--- src/rtl/tskf_pkg.sv ---
package tskf_pkg;

   localparam int TSKF_BYTE_W   = 8;
   localparam int TSKF_NUM_PAR  = 6;

   localparam logic [3:0] A_FEAT   = 4'd0;
   localparam logic [3:0] A_COUNT  = 4'd1;
   localparam logic [3:0] A_LBA_LO = 4'd2;
   localparam logic [3:0] A_LBA_MD = 4'd3;
   localparam logic [3:0] A_LBA_HI = 4'd4;
   localparam logic [3:0] A_DEVHD  = 4'd5;
   localparam logic [3:0] A_CMD    = 4'd6;
   localparam logic [3:0] A_CTRL   = 4'd7;
   localparam logic [3:0] A_DRVADR = 4'd8;

   localparam int ST_BUSY = 7;
   localparam int ST_ERR  = 0;
   localparam int ST_IDX  = 1;

   localparam int CT_HOB  = 7;
   localparam int CT_SRST = 2;
   localparam int CT_NIEN = 1;

   localparam logic [7:0] ERR_KEEP_MASK = 8'hD5;
   localparam logic [7:0] STAT_KEEP_MASK = ~(8'h01 << ST_IDX);
   localparam logic [7:0] DEVHD_SET    = 8'hA0;
   localparam logic [7:0] DEVHD_CLR    = 8'h10;
   localparam logic [7:0] STAT_RESET   = 8'h80;

   typedef struct packed {
      logic hob;
      logic srst;
      logic nien;
   } devctl_t;

endpackage

--- src/rtl/tskf_byte_pair.sv ---
module tskf_byte_pair #(
   parameter int W         = 8,
   parameter bit KEEP_PREV = 1'b1
) (
   input  logic         clk,
   input  logic         rst_n,
   input  logic         clr,
   input  logic         wr_en,
   input  logic [W-1:0] wr_data,
   input  logic         ld_en,
   input  logic [W-1:0] ld_data,
   output logic [W-1:0] cur_q,
   output logic [W-1:0] prev_q
);

   always_ff @(posedge clk or negedge rst_n) begin
      if (!rst_n) begin
         cur_q <= '0;
      end else if (clr) begin
         cur_q <= '0;
      end else if (wr_en) begin
         cur_q <= wr_data;
      end else if (ld_en) begin
         cur_q <= ld_data;
      end
   end

   generate
      if (KEEP_PREV) begin : g_prev
         logic [W-1:0] prev_r;
         always_ff @(posedge clk or negedge rst_n) begin
            if (!rst_n) begin
               prev_r <= '0;
            end else if (clr) begin
               prev_r <= '0;
            end else if (wr_en) begin
               prev_r <= cur_q;
            end
         end
         assign prev_q = prev_r;
      end else begin : g_noprev
         assign prev_q = '0;
      end
   endgenerate

endmodule

--- src/rtl/tskf_status_unit.sv ---
module tskf_status_unit
   import tskf_pkg::*;
#(
   parameter int W = 8
) (
   input  logic         clk,
   input  logic         rst_n,
   input  logic         clr,
   input  logic         cmd_acc,
   input  logic         core_upd,
   input  logic [W-1:0] core_status,
   input  logic [W-1:0] core_error,
   input  logic         core_irq,
   input  logic         stat_rd,
   output logic [W-1:0] stat_q,
   output logic [W-1:0] err_q,
   output logic         pend_q
);

   localparam logic [W-1:0] BUSY_BIT = W'(1) << ST_BUSY;
   localparam logic [W-1:0] ERR_BIT  = W'(1) << ST_ERR;

   always_ff @(posedge clk or negedge rst_n) begin
      if (!rst_n) begin
         stat_q <= W'(STAT_RESET);
         err_q  <= '0;
      end else if (clr) begin
         stat_q <= W'(STAT_RESET);
         err_q  <= '0;
      end else if (cmd_acc) begin
         stat_q <= (stat_q | BUSY_BIT) & ~ERR_BIT;
         err_q  <= '0;
      end else if (core_upd) begin
         stat_q <= core_status & W'(STAT_KEEP_MASK);
         err_q  <= core_error & W'(ERR_KEEP_MASK);
      end
   end

   always_ff @(posedge clk or negedge rst_n) begin
      if (!rst_n) begin
         pend_q <= 1'b0;
      end else if (clr) begin
         pend_q <= 1'b0;
      end else if (core_irq) begin
         pend_q <= 1'b1;
      end else if (stat_rd) begin
         pend_q <= 1'b0;
      end
   end

endmodule

--- src/rtl/tskf_devctl.sv ---
module tskf_devctl
   import tskf_pkg::*;
#(
   parameter int W = 8
) (
   input  logic         clk,
   input  logic         rst_n,
   input  logic         wr_ctl,
   input  logic         wr_cmdblk,
   input  logic [W-1:0] wdata,
   output devctl_t      ctl_q
);

   always_ff @(posedge clk or negedge rst_n) begin
      if (!rst_n) begin
         ctl_q <= '0;
      end else if (wr_ctl) begin
         ctl_q.hob  <= wdata[CT_HOB];
         ctl_q.srst <= wdata[CT_SRST];
         ctl_q.nien <= wdata[CT_NIEN];
      end else if (wr_cmdblk) begin
         ctl_q.hob  <= 1'b0;
      end
   end

endmodule

--- src/rtl/tskf_regbank.sv ---
module tskf_regbank
   import tskf_pkg::*;
#(
   parameter int DATA_W     = 8,
   parameter int ADDR_W     = 4,
   parameter bit HOB_SHADOW = 1'b1
) (
   input  logic                  clk,
   input  logic                  rst_n,
   input  logic                  host_cs,
   input  logic                  host_we,
   input  logic [ADDR_W-1:0]     host_addr,
   input  logic [DATA_W-1:0]     host_wdata,
   output logic [DATA_W-1:0]     host_rdata,
   input  logic                  core_upd,
   input  logic [DATA_W-1:0]     core_status,
   input  logic [DATA_W-1:0]     core_error,
   input  logic                  core_irq,
   input  logic                  core_wr_active,
   input  logic                  core_cnt_we,
   input  logic [DATA_W-1:0]     core_cnt,
   output logic                  cmd_valid,
   output logic [DATA_W-1:0]     cmd_code,
   output logic [2*DATA_W-1:0]   feature_out,
   output logic [2*DATA_W-1:0]   count_out,
   output logic [6*DATA_W-1:0]   lba_out,
   output logic [3:0]            head_out,
   output logic                  lba_mode,
   output logic [DATA_W:0]       xfer_sectors,
   output logic                  intrq,
   output logic                  soft_rst
);

   localparam int NPAR = TSKF_NUM_PAR;
   localparam int I_FEAT  = int'(A_FEAT);
   localparam int I_COUNT = int'(A_COUNT);
   localparam int I_LO    = int'(A_LBA_LO);
   localparam int I_MD    = int'(A_LBA_MD);
   localparam int I_HI    = int'(A_LBA_HI);
   localparam int I_DH    = int'(A_DEVHD);
   localparam logic [DATA_W:0] FULL_COUNT = (DATA_W+1)'(1) << DATA_W;

   generate
      if (DATA_W != TSKF_BYTE_W) begin : g_bad_width
         $error("tskf_regbank: DATA_W must equal the register byte width");
      end
      if (ADDR_W < 4) begin : g_bad_addr
         $error("tskf_regbank: ADDR_W must cover nine registers");
      end
   endgenerate

   logic [DATA_W-1:0] cur_b  [NPAR];
   logic [DATA_W-1:0] prev_b [NPAR];
   logic [DATA_W-1:0] stat_q;
   logic [DATA_W-1:0] err_q;
   logic              pend_q;
   devctl_t           ctl_q;
   logic              hob_q;
   logic              nien_q;
   logic              srst_q;

   logic host_wr;
   logic host_rd;
   logic wr_cmdblk;
   logic cmd_acc;
   logic stat_rd;

   assign host_wr   = host_cs & host_we;
   assign host_rd   = host_cs & ~host_we;
   assign wr_cmdblk = host_wr & (host_addr <= ADDR_W'(A_CMD));
   assign hob_q     = ctl_q.hob;
   assign nien_q    = ctl_q.nien;
   assign srst_q    = ctl_q.srst;
   assign cmd_acc   = host_wr & (host_addr == ADDR_W'(A_CMD))
                      & ~stat_q[ST_BUSY] & ~srst_q;
   assign stat_rd   = host_rd & (host_addr == ADDR_W'(A_CMD));

   genvar gi;
   generate
      for (gi = 0; gi < NPAR; gi++) begin : g_par
         logic ld_en_w;
         if (gi == I_COUNT) begin : g_ld
            assign ld_en_w = core_cnt_we;
         end else begin : g_nold
            assign ld_en_w = 1'b0;
         end
         tskf_byte_pair #(
            .W         (DATA_W),
            .KEEP_PREV (HOB_SHADOW)
         ) u_pair (
            .clk     (clk),
            .rst_n   (rst_n),
            .clr     (srst_q),
            .wr_en   (host_wr & (host_addr == ADDR_W'(gi))),
            .wr_data (host_wdata),
            .ld_en   (ld_en_w),
            .ld_data (core_cnt),
            .cur_q   (cur_b[gi]),
            .prev_q  (prev_b[gi])
         );
      end
   endgenerate

   tskf_status_unit #(.W(DATA_W)) u_stat (
      .clk         (clk),
      .rst_n       (rst_n),
      .clr         (srst_q),
      .cmd_acc     (cmd_acc),
      .core_upd    (core_upd),
      .core_status (core_status),
      .core_error  (core_error),
      .core_irq    (core_irq),
      .stat_rd     (stat_rd),
      .stat_q      (stat_q),
      .err_q       (err_q),
      .pend_q      (pend_q)
   );

   tskf_devctl #(.W(DATA_W)) u_ctl (
      .clk       (clk),
      .rst_n     (rst_n),
      .wr_ctl    (host_wr & (host_addr == ADDR_W'(A_CTRL))),
      .wr_cmdblk (wr_cmdblk),
      .wdata     (host_wdata),
      .ctl_q     (ctl_q)
   );

   always_ff @(posedge clk or negedge rst_n) begin
      if (!rst_n) begin
         cmd_valid <= 1'b0;
         cmd_code  <= '0;
      end else begin
         cmd_valid <= cmd_acc;
         if (cmd_acc) begin
            cmd_code <= host_wdata;
         end
      end
   end

   function automatic logic [DATA_W-1:0] fix_devhd(input logic [DATA_W-1:0] v);
      return (v | DATA_W'(DEVHD_SET)) & ~DATA_W'(DEVHD_CLR);
   endfunction

   logic [DATA_W-1:0] drv_addr;
   assign drv_addr = {1'b0, ~core_wr_active, ~cur_b[I_DH][3:0], 2'b10};

   always_comb begin
      host_rdata = '0;
      if (host_addr == ADDR_W'(A_FEAT)) begin
         host_rdata = err_q;
      end else if (host_addr >= ADDR_W'(A_COUNT) && host_addr <= ADDR_W'(A_DEVHD)) begin
         for (int k = I_COUNT; k <= I_DH; k++) begin
            if (host_addr == ADDR_W'(k)) begin
               host_rdata = hob_q ? prev_b[k] : cur_b[k];
            end
         end
         if (host_addr == ADDR_W'(A_DEVHD)) begin
            host_rdata = fix_devhd(host_rdata);
         end
      end else if (host_addr == ADDR_W'(A_CMD) || host_addr == ADDR_W'(A_CTRL)) begin
         host_rdata = stat_q;
      end else if (host_addr == ADDR_W'(A_DRVADR)) begin
         host_rdata = drv_addr;
      end
   end

   assign feature_out  = {prev_b[I_FEAT], cur_b[I_FEAT]};
   assign count_out    = {prev_b[I_COUNT], cur_b[I_COUNT]};
   assign lba_out      = {prev_b[I_HI], prev_b[I_MD], prev_b[I_LO],
                          cur_b[I_HI],  cur_b[I_MD],  cur_b[I_LO]};
   assign head_out     = cur_b[I_DH][3:0];
   assign lba_mode     = cur_b[I_DH][6];
   assign xfer_sectors = (cur_b[I_COUNT] == '0) ? FULL_COUNT
                                                : {1'b0, cur_b[I_COUNT]};
   assign intrq        = pend_q & ~nien_q;
   assign soft_rst     = srst_q;

endmodule

--- config.mk ---
export PLATFORM = sky130hd
export DESIGN_NAME = tskf_regbank
export DESIGN_NICKNAME = d
export VERILOG_FILES = /design/src/rtl/tskf_pkg.sv /design/src/rtl/tskf_byte_pair.sv /design/src/rtl/tskf_status_unit.sv /design/src/rtl/tskf_devctl.sv /design/src/rtl/tskf_regbank.sv
export SDC_FILE = /design/constraint.sdc
export NUM_CORES = 1
export LEC_CHECK = 0
export ABC_CLOCK_PERIOD_IN_PS = 2400
export BUFFER_PORTS_ARGS = -buffer_cell sky130_fd_sc_hd__buf_2
export CORE_UTILIZATION = 50
export DETAILED_ROUTE_END_ITERATION = 10
export PLACE_DENSITY = 0.83
export SLEW_MARGIN = 10
export SYNTH_ARGS = -nofsm -noshare
export SYNTH_HDL_FRONTEND = slang
export SYNTH_HIERARCHICAL = 1
export SYNTH_SLANG_ARGS = --single-unit
--- constraint.sdc ---
create_clock -name clk -period 2.4 [get_ports clk]
set_input_delay 0.6 -clock clk [delete_from_list [all_inputs] [get_ports clk]]
set_output_delay 0.6 -clock clk [all_outputs]
set_load 0.02 [all_outputs]
==> results_dict.tcl, run 1 <==
set metrics [dict create \
    htreeDepth 4 \
    die_area_sq_um 13700 \
    area_delta_synth_final_pct 26.6 \
    grt_pass1_vias 5284 \
    drt_iter0_drc 401 \
    skew_ns 0.00683 \
    placedInstanceArea_sq_um 7640 \
    wl_per_cell_microns 20.9 \
    crit_fanout 3 \
    num-fill-cells 980 \
    die_height_microns 117 \
    core_sq_um 12800 \
    vdd_ir_drop_max_v 0.000475 \
    setup_ws_ns -0.246 \
    failed_checks "setup timing" \
    grt_max_degree 116 \
    hp-class "in2async" \
    routed-via-count 5358 \
    dp_slack_ns -0.134 \
    antenna_found_initial 0 \
    dr.pass1.iters 5 \
    worst_setup_path_start_kind "register" \
    fp-row-count 41 \
    outcome "finished with violations" \
    timing.fmax_ghz 0.378 \
    synth_area_sq_um 6640 \
    antenna_cells 0 \
    power_density_nw_per_um2 749 \
    die-width_microns 117 \
    grt_use_total 0.295 \
    route.detailed.drc 0 \
    tritoncts "done" \
    crit_required_ns 1.80 \
    clk_latency_ns 0.42 \
    cts.root.buffer_cell "clkbuf_16" \
    path_clk_slew_ns 0.05 \
    setup_tns_ns -1.45 \
    place.gp.congestion 0.936 \
    total_power_mw 6.29 \
    io_buffers 152 \
    routed_wl_mm 19.5 \
    hold-worst-slack_ns 0.274 \
    io_pins 157 \
    synthCells 580 \
    maxCapViolCount 0 \
    slew-limit-headroom 0.580 \
    period_minus_slack_ns 2.65 \
    p_leak_nw 3.87 \
    worstSetupPathType "reg2out" \
    fin_crit_sh 1.10 \
    vias_per_cell 5.74 \
    r2r_slack_ns 0.55 \
    antenna_left 0 \
    hpwl_mm 13.4 \
    avgSynthCellArea_sq_um 11.4 \
    overflow 0 \
    fin_nets 792 \
    yosysWarnings 6 \
    cts.sinks 115 \
    grt_setup_unrepaired "true" \
    initial_utilization 0.519 \
    drive_gt1_frac 0.449 \
    finalSetupViolations 8 \
    cp.arrival_ns 2.05 \
    finalHoldViolations 0 \
    cts.path.max_buffers 2 \
    grt_pass1_wl_mm 29.3 \
    finalMaxSlewViolations 0 \
    fin_area_sq_um 8400 \
    numCtsBuffers 17 \
    end_kind "output pin" \
    tightest_slew_ns 0.629 \
]
state kept, by name (all words and copies together), names as in the netlist:
signal and flops:
g_par.u_pair/cur_q 45, g_par.u_pair/prev_q 45, cmd_code 8, u_stat/stat_q 7, u_stat/err_q 5, u_ctl/ctl_q 3
cmd_valid 1, u_stat/pend_q 1
area by class of cell:
class | instances | area, sq um | area share
clock buffers | 23 | 458 | 0.0545
clock inverters | 9 | 82.6 | 0.00983
inverters | 9 | 33.8 | 0.00402
multi-input cells | 403 | 3450 | 0.411
flip-flops and latches | 115 | 2880 | 0.343
well taps | 172 | 215 | 0.0256
repair buffers | 202 | 1270 | 0.152
worst paths after layout:
check | cells past startpoint | startpoint | to
max | 5 | u_ctl/ctl_q[2] | host_rdata[1]
min | 2 | rst_n | g_par[4].u_pair/prev_q[0]
max reg2reg | 3 | u_ctl/ctl_q[1] | g_par[2].u_pair/cur_q[5]
min reg2reg | 1 | cmd_code[0] | cmd_code[0]
max in group asynchronous | 2 | rst_n | u_ctl/ctl_q[1]
min in group clk | 2 | core_status[7] | u_stat/stat_q[7]
routing by layer:
| layer | vias up | global-route usage | part of all wire |
|---|---|---|---|
| met4 | 0 | 0.133 | 0.031 |
| met1 | 2623 | 0.388 | 0.42 |
| met2 | 292 | 0.456 | 0.46 |
| met3 | 43 | 0.0824 | 0.091 |
| li1 | 2400 | - | - |
| met5 | - | 0 | 0 |
worst max-delay path, stage by stage (launching register included):
cell,delay [ns]
dfrtp_2,0.41
buf_6,0.13
mux4_2,0.53
a221oi_4,0.28
o21ai_2,0.12
buf_6,0.15
power by group:
part	internal [mW]	total, mW	switching, mW
combinational	0.606	1.54	0.932
clock	1.44	2.33	0.890
sequential	2.18	2.42	0.250
total	4.22	6.29	2.07
through the flow:
stage / cells / utilization
6_report: 933 / 0.658
5_1_grt: 933 / 0.658
4_1_cts: 933 / 0.653
3_3_place_gp: 899 / 0.598
3_5_place_dp: 899 / 0.598
2_1_floorplan: 587 / -
layout by cell type (no fill, tap or decap), types with 8 or more instances in the layout:
cell type	instances
mux2i_1	111
clkbuf_16	17
inv_1	9
buf_4	43
a211oi_1	33
nor2b_4	12
o21ai_1	11
mux2_4	10
mux2_2	8
nor2b_2	33
buf_2	143
conb_1	9
buf_6	9
a211oi_2	13
nand2_1	8
dfrtp_1	112
nor2_1	69
what timing repair did:
action                     CTS  global route
setup buffers                2             1
setup endpoints to repair    8             8
hold endpoints to repair     0             0
gates cloned                 1             0
pin swaps                    9             9
hold buffers                 0             0
resized for setup           35            15
(Power assumes the default switching activity.)
==> run 2: changes to the inputs <==
Settings changed: CORE_UTILIZATION 50 to 48, PLACE_DENSITY 0.83 to 0.82, SKIP_CTS_REPAIR_TIMING set to 1, SYNTH_HIERARCHICAL 1 to not set.
==> results_dict.tcl, run 2 <==
set metrics [dict create \
    fin_crit_sh 1.10 \
    antenna_cells 0 \
    cts.sinks 115 \
    route.detailed.drc 0 \
    use_met1 0.391 \
    numCtsBuffers 17 \
    power.sequential.fraction 0.387 \
    layout_commonest_cell "nand2_1" \
    cts.root.buffer_cell "clkbuf_16" \
    area_delta_synth_final_pct 35.5 \
    switching_share 0.294 \
    end_kind "output pin" \
    tightest_slew_ns 0.961 \
    slowest_stage "dfrtp_2" \
    setup_ws_ns -0.234 \
    io_pins 157 \
    finalMaxSlewViolations 0 \
    worstSetupPathType "reg2out" \
    wl_per_cell_microns 18.5 \
    slowest_delay_ns 0.46 \
    slew-limit-headroom 0.359 \
    worst_setup_path_start_kind "register" \
    maxCapViolCount 0 \
    p_switching_mw 1.70 \
    hpwl_mm 12.2 \
    initial_utilization 0.501 \
    power.internal_mw 4.10 \
    synth-seq-cells 115 \
    synth_area_sq_um 5850 \
    outcome "finished with violations" \
    finalHoldViolations 0 \
    grt_setup_unrepaired "true" \
    comb_power_share 0.187 \
    synth_common_cells "nand2_1 (160), dfrtp_1 (114), a21oi_1 (93), mux2i_1 (48), clkbuf_1 (36)" \
    antenna_left 0 \
    finalSetupViolations 8 \
    num-fill-cells 882 \
    vdd_ir_drop_max_v 0.000420 \
    synth-edff-count 0 \
    p_leak_nw 3.76 \
    hp-class "in2async" \
    skew_ns 0.00708 \
    crit_fanout 8 \
    die_height_microns 112 \
    critPathTopFamily "buffers and inverters" \
    drive_gt1_frac 0.383 \
    synthCells 634 \
    grt_pass1_vias 5216 \
    tritoncts "done" \
    crit_required_ns 1.80 \
    cp.arrival_ns 2.03 \
    period_minus_slack_ns 2.63 \
    core_sq_um 11700 \
    clk_latency_ns 0.42 \
    critPathBufInv 4 \
    clockPowerShare 0.427 \
    crit_top_cell "buf_4" \
    die-width_microns 112 \
    htreeDepth 4 \
    synth.top_cell.area_share 0.488 \
    post-place-cells 917 \
    routed_wl_mm 17.9 \
    synth.largest_area_cell "dfrtp_1" \
    failed_checks "setup timing" \
    setup_tns_ns -1.68 \
    async_reset_ff_frac 1.00 \
    cts.path.max_buffers 2 \
    dp_slack_ns -0.314 \
    synthDistinctLibCells 51 \
    die_area_sq_um 12600 \
    avgSynthCellArea_sq_um 9.22 \
    power_density_nw_per_um2 733 \
    synth.most_common_cell "nand2_1" \
    vias_per_cell 5.73 \
    cp_cell_sequence "buf_12, buf_4, a2111oi_2, buf_4, o2111a_2, buf_6" \
    grt_use_met2 0.440 \
    synthFlopType "dfrtp_1" \
    synth_nets 678 \
    antenna_found_initial 0 \
    place.gp.congestion 0.938 \
    fin_nets 857 \
    final_cell_mix "nand2_1 (160), buf_2 (144), dfrtp_1 (112)" \
    top_usage_layer "met2" \
    routed-via-count 5549 \
    timing.fmax_ghz 0.380 \
    synth_area_leaders "dfrtp_1 (49%), nand2_1 (10%), mux2i_1 (8.2%)" \
    io_buffers 152 \
    dr.pass1.iters 5 \
    grtUsageMet3 0.0626 \
    fin_cells 969 \
    grt_max_degree 92 \
    ys_seq_area_frac 0.492 \
    path_clk_slew_ns 0.06 \
    fp-row-count 39 \
    yosysWarnings 0 \
    grt_use_total 0.284 \
    grt_pass1_wl_mm 27.4 \
    overflow 0 \
    drt_iter0_drc 534 \
]
## run 2: cell type report
| class | instances | area (sq um) | area share |
|---|---|---|---|
| clock buffers | 22 | 474 | 0.0599 |
| clock inverters | 10 | 108 | 0.0136 |
| inverters | 3 | 11.3 | 0.00142 |
| multi-input cells | 457 | 2850 | 0.359 |
| flip-flops and latches | 115 | 2880 | 0.364 |
| well taps | 143 | 179 | 0.0226 |
| repair buffers | 219 | 1420 | 0.180 |
## run 2: final timing paths
path                                              to      startpoint  depth (start not counted)  slack, ns
max reg2reg                           u_ctl.ctl_q[1]  u_ctl.ctl_q[1]                          2       0.69
min in group clk                       u_stat.pend_q        core_irq                          3       0.40
max in group asynchronous  g_par[4].u_pair.prev_q[7]           rst_n                          2       1.50
min                        g_par[1].u_pair.prev_q[0]           rst_n                          1       0.21
max                                    host_rdata[3]  u_ctl.ctl_q[2]                          6      -0.23
min reg2reg                            u_stat.pend_q   u_stat.pend_q                          2       0.50
## run 2: logic make-up after synthesis
| kind of cell | count (synthesis) | synth area share |
|---|---|---|
| compound gates | 155 | 0.165 |
| buf+inv | 62 | 0.0505 |
| flops | 115 | 0.492 |
| mux | 63 | 0.111 |
| simple gates | 239 | 0.181 |
## run 2: through the flow
step	hold WS [ns]	util	power (mW)	cell area, sq um
global route	0.249	0.679	6.02	7920
global placement	0.484	0.595	3.23	6940
CTS	0.218	0.645	5.74	7520
detailed placement	0.488	0.595	3.26	6940
finish	0.214	0.679	5.80	7920
floorplan	0.304	-	2.85	5870
## run 2: worst register-to-register path, delay by kind of cell, from the launching register on
family                 cells  cell delay [ns]
buffers and inverters      1             0.77
flip-flops                 1             0.51
multiplexers               1             0.37
## run 2: per-layer routing
metal  vias to the layer above  wire length [microns]  share of wire
met2                       257                   8590           0.48
met4                         0                    437          0.024
met1                      2725                   7480           0.42
met3                        35                   1430          0.079
li1                       2532                      -              -
met5                         -                      0              0
## run 2: power by group through the flow
stage	Sequential (mW)	Combinational [mW]	Clock, mW
after global routing	2.26	1.15	2.60
final	2.24	1.08	2.48
after floorplan	2.35	0.496	0
after CTS	2.23	1.00	2.50
after detailed placement	2.26	0.998	0
after global placement	2.26	0.978	0
